$ cat config.mk
export PLATFORM = sky130hd
export DESIGN_NAME = cword_xfer
export DESIGN_NICKNAME = d
export VERILOG_FILES = /design/src/rtl/cw_pkg.sv /design/src/rtl/cw_class.sv /design/src/rtl/cw_ptr_step.sv /design/src/rtl/cw_field.sv /design/src/rtl/cword_xfer.sv
export SDC_FILE = /design/constraint.sdc
export NUM_CORES = 1
export LEC_CHECK = 0
export BUFFER_PORTS_ARGS = -buffer_cell sky130_fd_sc_hd__buf_2
export CORE_ASPECT_RATIO = 1.2
export CORE_UTILIZATION = 30
export CTS_CLUSTER_SIZE = 14
export DETAILED_ROUTE_END_ITERATION = 12
export SYNTH_ARGS = -nofsm -noshare
export SYNTH_HDL_FRONTEND = slang
export SYNTH_SLANG_ARGS = --single-unit
$ cat constraint.sdc
create_clock -name clk -period 7.6 [get_ports clk]
set_input_delay 0.38 -clock clk [delete_from_list [all_inputs] [get_ports clk]]
set_output_delay 0.38 -clock clk [all_outputs]
set_load 0.01 [all_outputs]
$ cat src/rtl/cw_pkg.sv
// Package: shared constants and field helpers for the control-word decoder.
// Assumes MSB-first bit numbering: word bit i lives at vector index 35-i.
package cw_pkg;
    localparam int WORD_W = 36;

    // Byte width for a packed-mode size code (only codes 2..6 are meaningful)
    function automatic logic [4:0] size_of(input logic [5:0] code);
        case (code)
            6'd2:    return 5'd16;
            6'd3:    return 5'd12;
            6'd4:    return 5'd8;
            6'd5:    return 5'd7;
            default: return 5'd6;
        endcase
    endfunction

    // First bit of the 16-bit window for a windowed-mode position code
    function automatic logic [5:0] win_start(input logic [1:0] code);
        case (code)
            2'd0:    return 6'd0;
            2'd1:    return 6'd16;
            2'd2:    return 6'd20;
            default: return 6'd2;
        endcase
    endfunction
endpackage

$ cat src/rtl/cw_class.sv
// Module: cw_class
// Classifies a control word from its six-bit selector. Purely combinational.
// Assumes the selector codes of the three modes are disjoint; all others are reserved.
module cw_class (
    input  logic [5:0] sel,
    output logic       is_imm,
    output logic       is_ind,
    output logic       is_ptr,
    output logic       is_bad
);
    // Map selector value to exactly one class
    always_comb begin
        is_imm = (sel == 6'd0) || (sel == 6'd7);
        is_ptr = (sel >= 6'd2) && (sel <= 6'd6);
        is_ind = (sel[5:3] == 3'b001);
        is_bad = !(is_imm || is_ptr || is_ind);
    end
endmodule

$ cat src/rtl/cw_ptr_step.sv
// Module: cw_ptr_step
// Computes where the next packed byte lives and the updated control word.
// Assumes the word count counts words still available, including the current one.
module cw_ptr_step #(
    parameter int ADDR_W = 18
) (
    input  logic [35:0]       ctl,
    output logic              refuse,
    output logic [5:0]        byte_pos,
    output logic [4:0]        byte_w,
    output logic [ADDR_W-1:0] data_addr,
    output logic [35:0]       ctl_next
);
    import cw_pkg::*;

    logic [5:0]  pos;
    logic [5:0]  cnt;
    logic [17:0] addr;
    logic        fits;
    logic [5:0]  cnt_n;
    logic [17:0] addr_n;

    // Decide fit, wrap or refusal and form the written-back word
    always_comb begin
        pos      = ctl[35:30];
        cnt      = ctl[23:18];
        addr     = ctl[17:0];
        byte_w   = size_of(ctl[29:24]);
        fits     = ({1'b0, pos} + {2'b00, byte_w}) <= 7'd36;
        refuse   = (cnt == 6'd0) || (!fits && cnt == 6'd1);
        byte_pos = fits ? pos : 6'd0;
        addr_n   = fits ? addr : addr + 18'd1;
        cnt_n    = fits ? cnt : cnt - 6'd1;
        data_addr = addr_n[ADDR_W-1:0];
        ctl_next = {byte_pos + {1'b0, byte_w}, ctl[29:24], cnt_n, addr_n};
    end
endmodule

$ cat src/rtl/cw_field.sv
// Module: cw_field
// Extracts a left-justified field of up to 16 bits from a 36-bit word and
// merges new data into the same field. Assumes pos + width <= 36.
module cw_field #(
    parameter int DATA_W = 16
) (
    input  logic [35:0]       word,
    input  logic [5:0]        pos,
    input  logic [4:0]        width,
    input  logic [DATA_W-1:0] wdata,
    output logic [DATA_W-1:0] rdata,
    output logic [35:0]       merged
);
    logic [5:0]  sh;
    logic [35:0] mask;

    // Shift and mask the field for read and for read-modify-write
    always_comb begin
        sh     = 6'd36 - pos - {1'b0, width};
        mask   = (36'h1 << width) - 36'h1;
        rdata  = DATA_W'((word >> sh) & mask);
        merged = (word & ~(mask << sh)) | ((36'(wdata) & mask) << sh);
    end
endmodule

$ cat src/rtl/cword_xfer.sv
// Module: cword_xfer (top)
// Fetches a control word, classifies it and performs the direct, windowed or
// packed access it describes, writing packed words back after each byte.
// Assumes a synchronous memory with one cycle of read latency and one request
// in flight at a time.
module cword_xfer #(
    parameter int ADDR_W = 18,
    parameter int DATA_W = 16
) (
    input  logic              clk,
    input  logic              rst_n,
    input  logic              req_valid,
    output logic              req_ready,
    input  logic              req_write,
    input  logic [ADDR_W-1:0] req_ctl_addr,
    input  logic [DATA_W-1:0] req_wdata,
    output logic              resp_valid,
    output logic [DATA_W-1:0] resp_rdata,
    output logic [ADDR_W-1:0] mem_addr,
    output logic              mem_rd_en,
    input  logic [35:0]       mem_rdata,
    output logic              mem_wr_en,
    output logic [35:0]       mem_wdata,
    output logic              acc_violation,
    output logic              wc_overflow
);
    import cw_pkg::*;

    typedef enum logic [1:0] {ST_IDLE, ST_CTL, ST_DAT, ST_CWB} st_e;

    st_e               st;
    logic              op_wr;
    logic [DATA_W-1:0] wdata_q;
    logic [ADDR_W-1:0] ctl_addr_q;
    logic [ADDR_W-1:0] tgt_addr;
    logic [5:0]        sv_pos;
    logic [4:0]        sv_w;
    logic              sv_ptr;
    logic [35:0]       sv_ctl;

    logic              is_imm, is_ind, is_ptr, is_bad;
    logic              p_refuse;
    logic [5:0]        p_pos;
    logic [4:0]        p_w;
    logic [ADDR_W-1:0] p_addr;
    logic [35:0]       p_ctl;
    logic [5:0]        fu_pos;
    logic [4:0]        fu_w;
    logic [DATA_W-1:0] fu_rd;
    logic [35:0]       fu_merged;
    logic              ro_block;

    cw_class u_class (
        .sel    (mem_rdata[29:24]),
        .is_imm (is_imm),
        .is_ind (is_ind),
        .is_ptr (is_ptr),
        .is_bad (is_bad)
    );

    cw_ptr_step #(.ADDR_W(ADDR_W)) u_step (
        .ctl       (mem_rdata),
        .refuse    (p_refuse),
        .byte_pos  (p_pos),
        .byte_w    (p_w),
        .data_addr (p_addr),
        .ctl_next  (p_ctl)
    );

    cw_field #(.DATA_W(DATA_W)) u_field (
        .word   (mem_rdata),
        .pos    (fu_pos),
        .width  (fu_w),
        .wdata  (wdata_q),
        .rdata  (fu_rd),
        .merged (fu_merged)
    );

    // Direct words use their own data field; later phases use the saved window
    always_comb begin
        fu_pos   = (st == ST_CTL) ? 6'd20 : sv_pos;
        fu_w     = (st == ST_CTL) ? 5'd16 : sv_w;
        ro_block = op_wr && mem_rdata[35];
        req_ready = (st == ST_IDLE);
    end

    // Drive the memory port from the current phase
    always_comb begin
        mem_rd_en = 1'b0;
        mem_wr_en = 1'b0;
        mem_addr  = ctl_addr_q;
        mem_wdata = fu_merged;
        case (st)
            ST_IDLE: begin
                mem_rd_en = req_valid;
                mem_addr  = req_ctl_addr;
            end
            ST_CTL: begin
                if (is_imm && op_wr) begin
                    mem_wr_en = 1'b1;
                end else if (is_ind && !ro_block) begin
                    mem_rd_en = 1'b1;
                    mem_addr  = mem_rdata[ADDR_W-1:0];
                end else if (is_ptr && !p_refuse) begin
                    mem_rd_en = 1'b1;
                    mem_addr  = p_addr;
                end
            end
            ST_DAT: begin
                mem_wr_en = op_wr;
                mem_addr  = tgt_addr;
            end
            default: begin
                mem_wr_en = 1'b1;
                mem_wdata = sv_ctl;
            end
        endcase
    end

    // Sequence the phases and register responses and flags
    always_ff @(posedge clk) begin
        if (!rst_n) begin
            st            <= ST_IDLE;
            op_wr         <= 1'b0;
            wdata_q       <= '0;
            ctl_addr_q    <= '0;
            tgt_addr      <= '0;
            sv_pos        <= '0;
            sv_w          <= '0;
            sv_ptr        <= 1'b0;
            sv_ctl        <= '0;
            resp_valid    <= 1'b0;
            resp_rdata    <= '0;
            acc_violation <= 1'b0;
            wc_overflow   <= 1'b0;
        end else begin
            resp_valid    <= 1'b0;
            acc_violation <= 1'b0;
            case (st)
                ST_IDLE: if (req_valid) begin
                    op_wr      <= req_write;
                    wdata_q    <= req_wdata;
                    ctl_addr_q <= req_ctl_addr;
                    st         <= ST_CTL;
                end
                ST_CTL: begin
                    resp_rdata <= '0;
                    if (is_imm) begin
                        resp_valid <= 1'b1;
                        resp_rdata <= op_wr ? '0 : fu_rd;
                        st         <= ST_IDLE;
                    end else if (is_ind && !ro_block) begin
                        tgt_addr <= mem_rdata[ADDR_W-1:0];
                        sv_pos   <= win_start(mem_rdata[34:33]);
                        sv_w     <= 5'd16;
                        sv_ptr   <= 1'b0;
                        st       <= ST_DAT;
                    end else if (is_ptr && !p_refuse) begin
                        tgt_addr <= p_addr;
                        sv_pos   <= p_pos;
                        sv_w     <= p_w;
                        sv_ctl   <= p_ctl;
                        sv_ptr   <= 1'b1;
                        st       <= ST_DAT;
                    end else begin
                        resp_valid    <= 1'b1;
                        acc_violation <= !is_ptr;
                        if (is_ptr) wc_overflow <= 1'b1;
                        st            <= ST_IDLE;
                    end
                end
                ST_DAT: begin
                    resp_rdata <= op_wr ? '0 : fu_rd;
                    resp_valid <= !sv_ptr;
                    st         <= sv_ptr ? ST_CWB : ST_IDLE;
                end
                default: begin
                    resp_valid <= 1'b1;
                    st         <= ST_IDLE;
                end
            endcase
        end
    end

    AST_RESP_PULSE: assert property (@(posedge clk) disable iff (!rst_n)
        resp_valid |=> !resp_valid);
    AST_OVF_STICKY: assert property (@(posedge clk) disable iff (!rst_n)
        wc_overflow |=> wc_overflow);
    AST_OVF_NO_ACCESS: assert property (@(posedge clk) disable iff (!rst_n)
        $rose(wc_overflow) |-> $past(!mem_rd_en && !mem_wr_en));
    AST_VIOL_NO_WRITE: assert property (@(posedge clk) disable iff (!rst_n)
        acc_violation |-> !$past(mem_wr_en));
    AST_ONE_CLASS: assert property (@(posedge clk) disable iff (!rst_n)
        (st == ST_CTL) |-> ($countones({is_imm, is_ind, is_ptr, is_bad}) == 1));
    AST_IDLE_QUIET: assert property (@(posedge clk) disable iff (!rst_n)
        (req_ready && !req_valid) |-> (!mem_rd_en && !mem_wr_en));
endmodule

==> results of run 1 <==
-- through the flow --
step	area [sq um]	util
floorplan	13200	-
global placement	14300	0.332
detailed placement	14300	0.332
CTS	14900	0.346
global route	14900	0.346
finish	14900	0.346
-- cell usage in the layout, fill, tap and decap left out, drive strengths merged, types with 15 or more instances in the layout --
| master | n |
|---|---|
| nor4 | 20 |
| dfxtp | 122 |
| nor3 | 52 |
| o22ai | 33 |
| mux2 | 20 |
| o211ai | 24 |
| nand2 | 291 |
| o21ai | 130 |
| nand3 | 60 |
| xor2 | 22 |
| a221o | 19 |
| and2 | 20 |
| o21a | 15 |
| mux2i | 53 |
| xnor2 | 32 |
| a31oi | 34 |
| buf | 199 |
| inv | 34 |
| a21oi | 167 |
| ha | 27 |
| a22oi | 23 |
| clkbuf | 22 |
| and3 | 17 |
| a221oi | 17 |
| nor2 | 200 |
| a211oi | 37 |
| mux4 | 30 |
| a32oi | 17 |
-- power groups by stage --
stage | registers (mW) | clock network, mW | logic (mW)
6_report | 0.686 | 0.880 | 1.28
5_1_grt | 0.687 | 0.920 | 1.33
4_1_cts | 0.685 | 0.905 | 1.23
3_5_place_dp | 0.699 | 0 | 1.23
3_3_place_gp | 0.698 | 0 | 1.24
2_1_floorplan | 0.686 | 0 | 0.757
-- final timing paths --
path | start | end | slack, ps | cells past startpoint
setup / recovery | st[1] | mem_wdata[12] | 1330 | 14
hold / removal | req_write | op_wr | 160 | 3
setup reg to reg | st[1] | resp_rdata[0] | 2250 | 14
hold reg to reg | ctl_addr_q[4] | ctl_addr_q[4] | 460 | 2
-- logic make-up (layout without fill, tap and decap cells) --
logic type	Yosys count	in the layout	synth area share
adders and majority gates	32	32	0.0317
buffers and inverters	231	265	0.0698
AOI/OAI and AO/OA	636	636	0.322
DFF	122	122	0.185
xor gates and xnor gates	54	54	0.0358
and+or+nand+nor	732	732	0.247
muxes	103	103	0.108
-- layer usage --
layer | track usage | part of all wire | up-vias
li1 | - | - | 7092
met1 | 0.359 | 0.38 | 7771
met2 | 0.520 | 0.47 | 1086
met3 | 0.0521 | 0.084 | 233
met4 | 0.192 | 0.071 | 0
met5 | 0 | 0 | -
-- registers in the layout, indices dropped and copies added (netlist names) --
register,count
acc_violation,1
sv_w,5
wdata_q,16
tgt_addr,18
st,2
sv_ctl,36
resp_rdata,16
wc_overflow,1
op_wr,1
resp_valid,1
sv_ptr,1
ctl_addr_q,18
sv_pos,6
-- cell usage after synthesis (all sizes together), types with 8 or more instances --
cell,count
o31ai,10
and3,17
inv,34
a31oi,34
nand3,60
nor2,200
ha,27
a2bb2oi,8
o22ai,33
a22oi,23
a21oi,167
a21o,14
a311oi,9
a221oi,17
nor2b,14
or2,8
o221ai,11
nor4,20
and2,20
o211ai,24
or3,11
mux2i,53
nor3,52
nand2b,10
xnor2,32
buf,51
clkbuf,145
a221o,19
o21a,15
nand2,291
a32oi,17
xor2,22
mux4,30
nand4,13
dfxtp,122
mux2,20
o21ai,130
a211oi,37
-- worst max-delay path: cells and delay by family (launching register included) --
| kind | cells | cell delay [ps] |
|---|---|---|
| compound gates | 6 | 1850 |
| fa+ha+maj | 2 | 1240 |
| simple gates | 3 | 1230 |
| buf+inv | 3 | 760 |
| flops | 1 | 340 |
-- cell type report --
class / instances / area share
inverters: 35 / 0.00889
flip-flops and latches: 122 / 0.164
repair buffers: 199 / 0.0760
well taps: 552 / 0.0463
clock buffers: 22 / 0.0311
multi-input cells: 1557 / 0.664
clock inverters: 9 / 0.00973
==> reports/summary.txt, run 1 <==
======================================================================================================
Max-cap viol count                                                                                   0
Number of synthesis warnings                                                                         0
Most used flip-flop cell after synthesis                                                       dfxtp_1
Quantity of hold-fixing buffers added after cts                                                      0
Pre-CTS WS                                                                                     1850 ps
Critical path peak fanout                                                                           31
Fin. Hold Viols                                                                                      0
Worst path arrival time                                                                        5890 ps
Endpoint required time on the critical path                                                    7220 ps
Post-layout nets                                                                                  2036
Maximum number of pins on one net before global-route repair                                        81
Type of the worst setup path                                                              flop to primary output
Number of flops mapped to enable cells by yosys                                                      0
Worst min-delay path class                                                                input pin to flop
Final routed wire length divided by cell count                                                 28.1 um
Number of placed cells counting well taps                                                         2465
Run status                                                                                finished, violations left
Number of routed nets with antenna violations                                                        0
Sort of element at the start of the critical path                                                 flop
Sequential cell fraction of total power                                                          0.241
Violated checks                                                                                    DRC
Diode count                                                                                          0
Top cell by count, worst path                                                                    inv_1
Ratio of final minimum period to clock period                                                    0.825
Core Region                                                                                43100 sq um
CTS buffer count                                                                                    17
Number of H-tree levels                                                                              4
Post-layout worst setup margin                                                                 1330 ps
Slowest cell delay on critical path                                                             810 ps
Total iterations of the first detailed-routing run                                                  12
Floorplan die area                                                                         44800 sq um
Remaining Overflow, GRT                                                                              0
Synthesized cell area                                                                      13200 sq um
Tot GR Track Use                                                                                 0.306
Avg Synthesized Cell Area                                                                   6.91 sq um
Source-to-sink clock delay at the later pin of the worst-skew pair                              460 ps
Clock Skew                                                                                     11.8 ps
Min Hold Slack                                                                                  157 ps
Vias in the first global route                                                                   15.1k
Library cell used as clock root buffer                                                       clkbuf_16
Number of library cell types mapped by synthesis                                                    89
Final setup vio count                                                                                0
Remaining max-slew budget at the tightest pin                                                    0.292
P_int                                                                                          1.62 mW
Register area                                                                               2440 sq um
Worst VDD drop                                                                                0.175 mV
Post-CTS setup buffer count                                                                          0
Slowest cell on crit path                                                                      o21ai_0
Post-synth ARST share                                                                                0
Port-buffer cells                                                                                  149
Final weighted congestion in routability-driven placement                                         1.03
Area growth, synth to finish                                                                     13.0%
Peak Freq                                                                                      160 MHz
Min cycle time layout                                                                          6270 ps
Via density per instance                                                                          6.48
Unrepaired setup endpoints after global routing                                                     no
Power after layout                                                                             2.84 mW
Clock tree from TritonCTS                                                                         done
Setup_tns                                                                                         0 ps
Switching share of total power                                                                   0.431
Antenna violations before repair                                                                     0
Cells after Synth                                                                                 1910
Largest area contributor in the synthesized netlist                                            dfxtp_1
Clock transition at the register clock pins on the worst setup and hold paths after CTS          60 ps
Detailed-route DRC error count                                                                       2
Multi-input logic area                                                                      9910 sq um
Die outline width                                                                               193 um
Leakage power of the design                                                                    5.54 nW
Logic gate share of total power                                                                  0.449
Critical path cell sequence                                                               inv_1 -> ha_2 -> inv_1 -> nand4_1 -> ha_1 -> nor4b_1 -> a31oi_1 -> nand2_1 -> o221ai_1 -> o21ai_0 -> a221oi_1 -> a21oi_1 -> o31ai_1 -> buf_2
Post-synthesis sequential element count                                                            122
Wire length of the first global-routing pass                                                    102 mm
Proportion of layout cells with a drive suffix above 1                                           0.162
Row count                                                                                           83
Vias post-DR                                                                                     16.2k
Routed wire length                                                                             70.1 mm
Top-Level Pins                                                                                     150
Power share of the clock group                                                                   0.310
Largest buffer count on any clock path                                                               2
Vert. Die Dim                                                                                   232 um
PD cells                                                                                   191 nW/um^2
Proportion of netlist area held by the largest area contributor                                  0.185
Iteration-0 DRC Markers                                                                           1904
Synth area leaders                                                                        dfxtp_1, nand2_1, a21oi_1, nor2_1, mux4_2
# fillers                                                                                         4661
Worst Setup End Kind                                                                      primary output
HPWL after DPL                                                                                 52.2 mm
Transition time of the tightest slew-check pin                                                 1050 ps
Resize count post-CTS                                                                                0
Syn Nets                                                                                          2014
Total clock sinks                                                                                  122
Filler-free cell count of the finished design                                                     2496
Total net switching power                                                                      1.22 mW
Initial cell density of the core                                                                 0.306
Sequential area share after synthesis                                                            0.185
Final Slew Violations                                                                                0
======================================================================================================
No activity file was read; power rests on OpenSTA's default activity.
==> run 2, diff against run 1 <==
==> constraint.sdc (replaced) <==
create_clock -name clk -period 5.96 [get_ports clk]
set_input_delay 0.298 -clock clk [delete_from_list [all_inputs] [get_ports clk]]
set_output_delay 0.298 -clock clk [all_outputs]
set_load 0.01 [all_outputs]
==> reports/summary.txt, run 2 (synthesis results as in run 1) <==
======================================================================================================
Startpoint of the tightest hold check path                                                req_wdata[13]
Vias in the first global route                                                                   15.4k   +2.3%
Largest Register                                                                                sv_ctl
Critical path cell sequence                                                               inv_1 -> ha_2 -> nor4_1 -> nand2_1 -> ha_2 -> and2_1 -> a21oi_1 -> o21ai_0 -> a32o_1 -> mux2i_2 -> inv_1 -> mux4_2 -> a22oi_1 -> o21ai_0 -> buf_2
Vert. Die Dim                                                                                   232 um   unchanged
Path depth of the worst reg2reg path                                                                14   unchanged
Remaining max-slew budget at the tightest pin                                                    0.317   +0.0246
Port-buffer cells                                                                                  149   unchanged
Detailed-route DRC error count                                                                       4   +2
Unrepaired setup endpoints after global routing                                                     no
Library cell used as clock root buffer                                                       clkbuf_16
Maximum number of pins on one net before global-route repair                                        83   +2.5%
Vias post-DR                                                                                     16.2k   +0.22%
Max-cap viol count                                                                                   0   unchanged
Iteration-0 DRC Markers                                                                           1863   -2.2%
Final Slew Violations                                                                                0   unchanged
Power after layout                                                                             3.70 mW   +30%
Slowest cell delay on critical path                                                             520 ps   -290 ps
Endpoint required time on the critical path                                                    5660 ps   -1560 ps
Run status                                                                                finished, violations left
Largest buffer count on any clock path                                                               2   unchanged
Power share of the clock group                                                                   0.319   +0.009
Depth of the worst hold-timing path                                                                  3   unchanged
Clock transition at the register clock pins on the worst setup and hold paths after CTS          70 ps   about the same
Clock tree from TritonCTS                                                                         done
Number of buffer and inverter instances along the worst setup path                                   3   unchanged
Worst min-delay path class                                                                input pin to flop
R2r startpoint                                                                                   st[1]
PD cells                                                                                   243 nW/um^2   +27%
Clock Skew                                                                                     14.6 ps   +2.81 ps
Final setup vio count                                                                                0   unchanged
Area growth, synth to finish                                                                     15.6%
Die outline width                                                                               193 um   unchanged
Leading cell type in the layout, fill and taps excluded                                        nand2_1
Min cycle time layout                                                                          5620 ps
Top Family by Delay on Critical Path                                                      compound AO/OA/AOI/OAI gates
Slowest cell on crit path                                                                      mux2i_2
CTS buffer count                                                                                    17   unchanged
Number of routed nets with antenna violations                                                        0   unchanged
Post-layout nets                                                                                  2064   +1.4%
Largest registers                                                                         sv_ctl: 36 flops, ctl_addr_q: 18 flops, tgt_addr: 18 flops
HPWL after DPL                                                                                 52.4 mm   +0.42%
Worst Setup End Kind                                                                      primary output
Total clock sinks                                                                                  122   unchanged
Worst path arrival time                                                                        5320 ps   -570 ps
Worst setup path startpoint                                                                      st[1]
Core Region                                                                                43100 sq um   unchanged
Quantity of hold-fixing buffers added after cts                                                      0   unchanged
Top-Level Pins                                                                                     150   unchanged
Number of H-tree levels                                                                              4   unchanged
Transition time of the tightest slew-check pin                                                 1010 ps   -39.0 ps
Remaining Overflow, GRT                                                                              0   unchanged
Floorplan die area                                                                         44800 sq um   unchanged
Worst VDD drop                                                                                0.165 mV   -5.7%
Critical path peak fanout                                                                           24   -23%
Antenna violations before repair                                                                     1   +1
Peak Freq                                                                                      178 MHz
Tot GR Track Use                                                                                 0.303   -0.00359
Violated checks                                                                                    DRC
Logic gate share of total power                                                                  0.446   -0.003
Total net switching power                                                                      1.61 mW   +31%
Routed wire length                                                                             69.0 mm   -1.6%
Sequential cell fraction of total power                                                          0.235   -0.006
# fillers                                                                                         4669   +0.17%
Source-to-sink clock delay at the later pin of the worst-skew pair                              470 ps   about the same
Initial cell density of the core                                                                 0.306   unchanged
Type of the worst setup path                                                              flop to primary output
Most used cells in the layout excluding fill and tap cells                                nand2_1, nor2_1, a21oi_1, buf_2, o21ai_0
Via density per instance                                                                          6.41   -1.1%
Number of flip-flops under the largest register name                                                36   unchanged
Switching share of total power                                                                   0.434   +0.00378
Fin. Hold Viols                                                                                      0   unchanged
Total iterations of the first detailed-routing run                                                  10   -2
Final routed wire length divided by cell count                                                 27.3 um   -2.9%
Sort of element at the start of the critical path                                                 flop
Row count                                                                                           83   unchanged
Setup_tns                                                                                         0 ps   unchanged
P_int                                                                                          2.10 mW   +29%
Final weighted congestion in routability-driven placement                                         1.04   +1.3%
Leakage power of the design                                                                    5.69 nW   +2.7%
Ratio of final minimum period to clock period                                                    0.943
Wire length of the first global-routing pass                                                    102 mm   -0.45%
Proportion of layout cells with a drive suffix above 1                                           0.178   +0.0169
Critical path depth                                                                                 15   +1
======================================================================================================
run 2: cell types whose count changed in the layout (fill, tap and decap cells not counted), moves of 3 or more:
cell	before	now
buf_12	1	5
buf_4	49	73
clkbuf_1	3	0
clkinv_2	6	2
diode_2	0	3
inv_6	0	5
run 2: final timing paths:
| kind | endpoint | slack [ps] |
|---|---|---|
| hold reg to reg | sv_ctl[30] | 460 |
| hold / removal | wdata_q[13] | 70 |
| setup / recovery | mem_wdata[14] | 340 |
| setup reg to reg | resp_rdata[0] | 1020 |
run 2: through the flow:
| stage | instance area (sq um) | setup WS (ps) | utilization | std cells | hold WS (ps) |
|---|---|---|---|---|---|
| global placement | 14600 | 57.6 | 0.338 | 2493 | 447 |
| detailed placement | 14600 | 121 | 0.338 | 2493 | 450 |
| global route | 15200 | 75.2 | 0.354 | 2526 | 83.8 |
| floorplan | 13200 | 1070 | - | 1910 | 432 |
| CTS | 15200 | 83.3 | 0.353 | 2525 | 58.9 |
| finish | 15200 | 341 | 0.354 | 2528 | 73.8 |
run 2: final cells by class:
class / instances / area, sq um / area share
Antenna cell: 3 / 7.51 / 0.000492
Clock buffer: 17 / 425 / 0.0279
Clock inverter: 15 / 213 / 0.0139
Inverter: 35 / 133 / 0.00870
Multi-Input combinational cell: 1557 / 9940 / 0.652
Sequential cell: 122 / 2440 / 0.160
Tap cell: 552 / 691 / 0.0453
Timing Repair Buffer: 227 / 1390 / 0.0914
run 2: worst min-delay path: stages:
cell     delay (ps)
buf_2           100
nand2_1          50
a21oi_1          50
run 2: repair_timing:
item	CTS	global route
cloned	0	0
setup buffers	0	0
endpoints found under the setup margin	7	17
resized for setup	2	6
run 2: per-layer routing:
| layer | global-route usage | wire length (um) | vias up |
|---|---|---|---|
| met1 | 0.362 | 26300 | 7766 |
| met3 | 0.0402 | 5450 | 237 |
| li1 | - | - | 7153 |
| met5 | 0 | 0 | - |
| met2 | 0.504 | 32100 | 1061 |
| met4 | 0.212 | 5170 | 0 |
run 2: power groups by stage:
stage                     sequential, mW  combinational, mW  clock, mW
after floorplan                    0.874              0.966          0
after global placement             0.886               1.59          0
after detailed placement           0.887               1.59          0
after CTS                          0.869               1.60       1.19
after global routing               0.872               1.73       1.22
final                              0.871               1.65       1.18
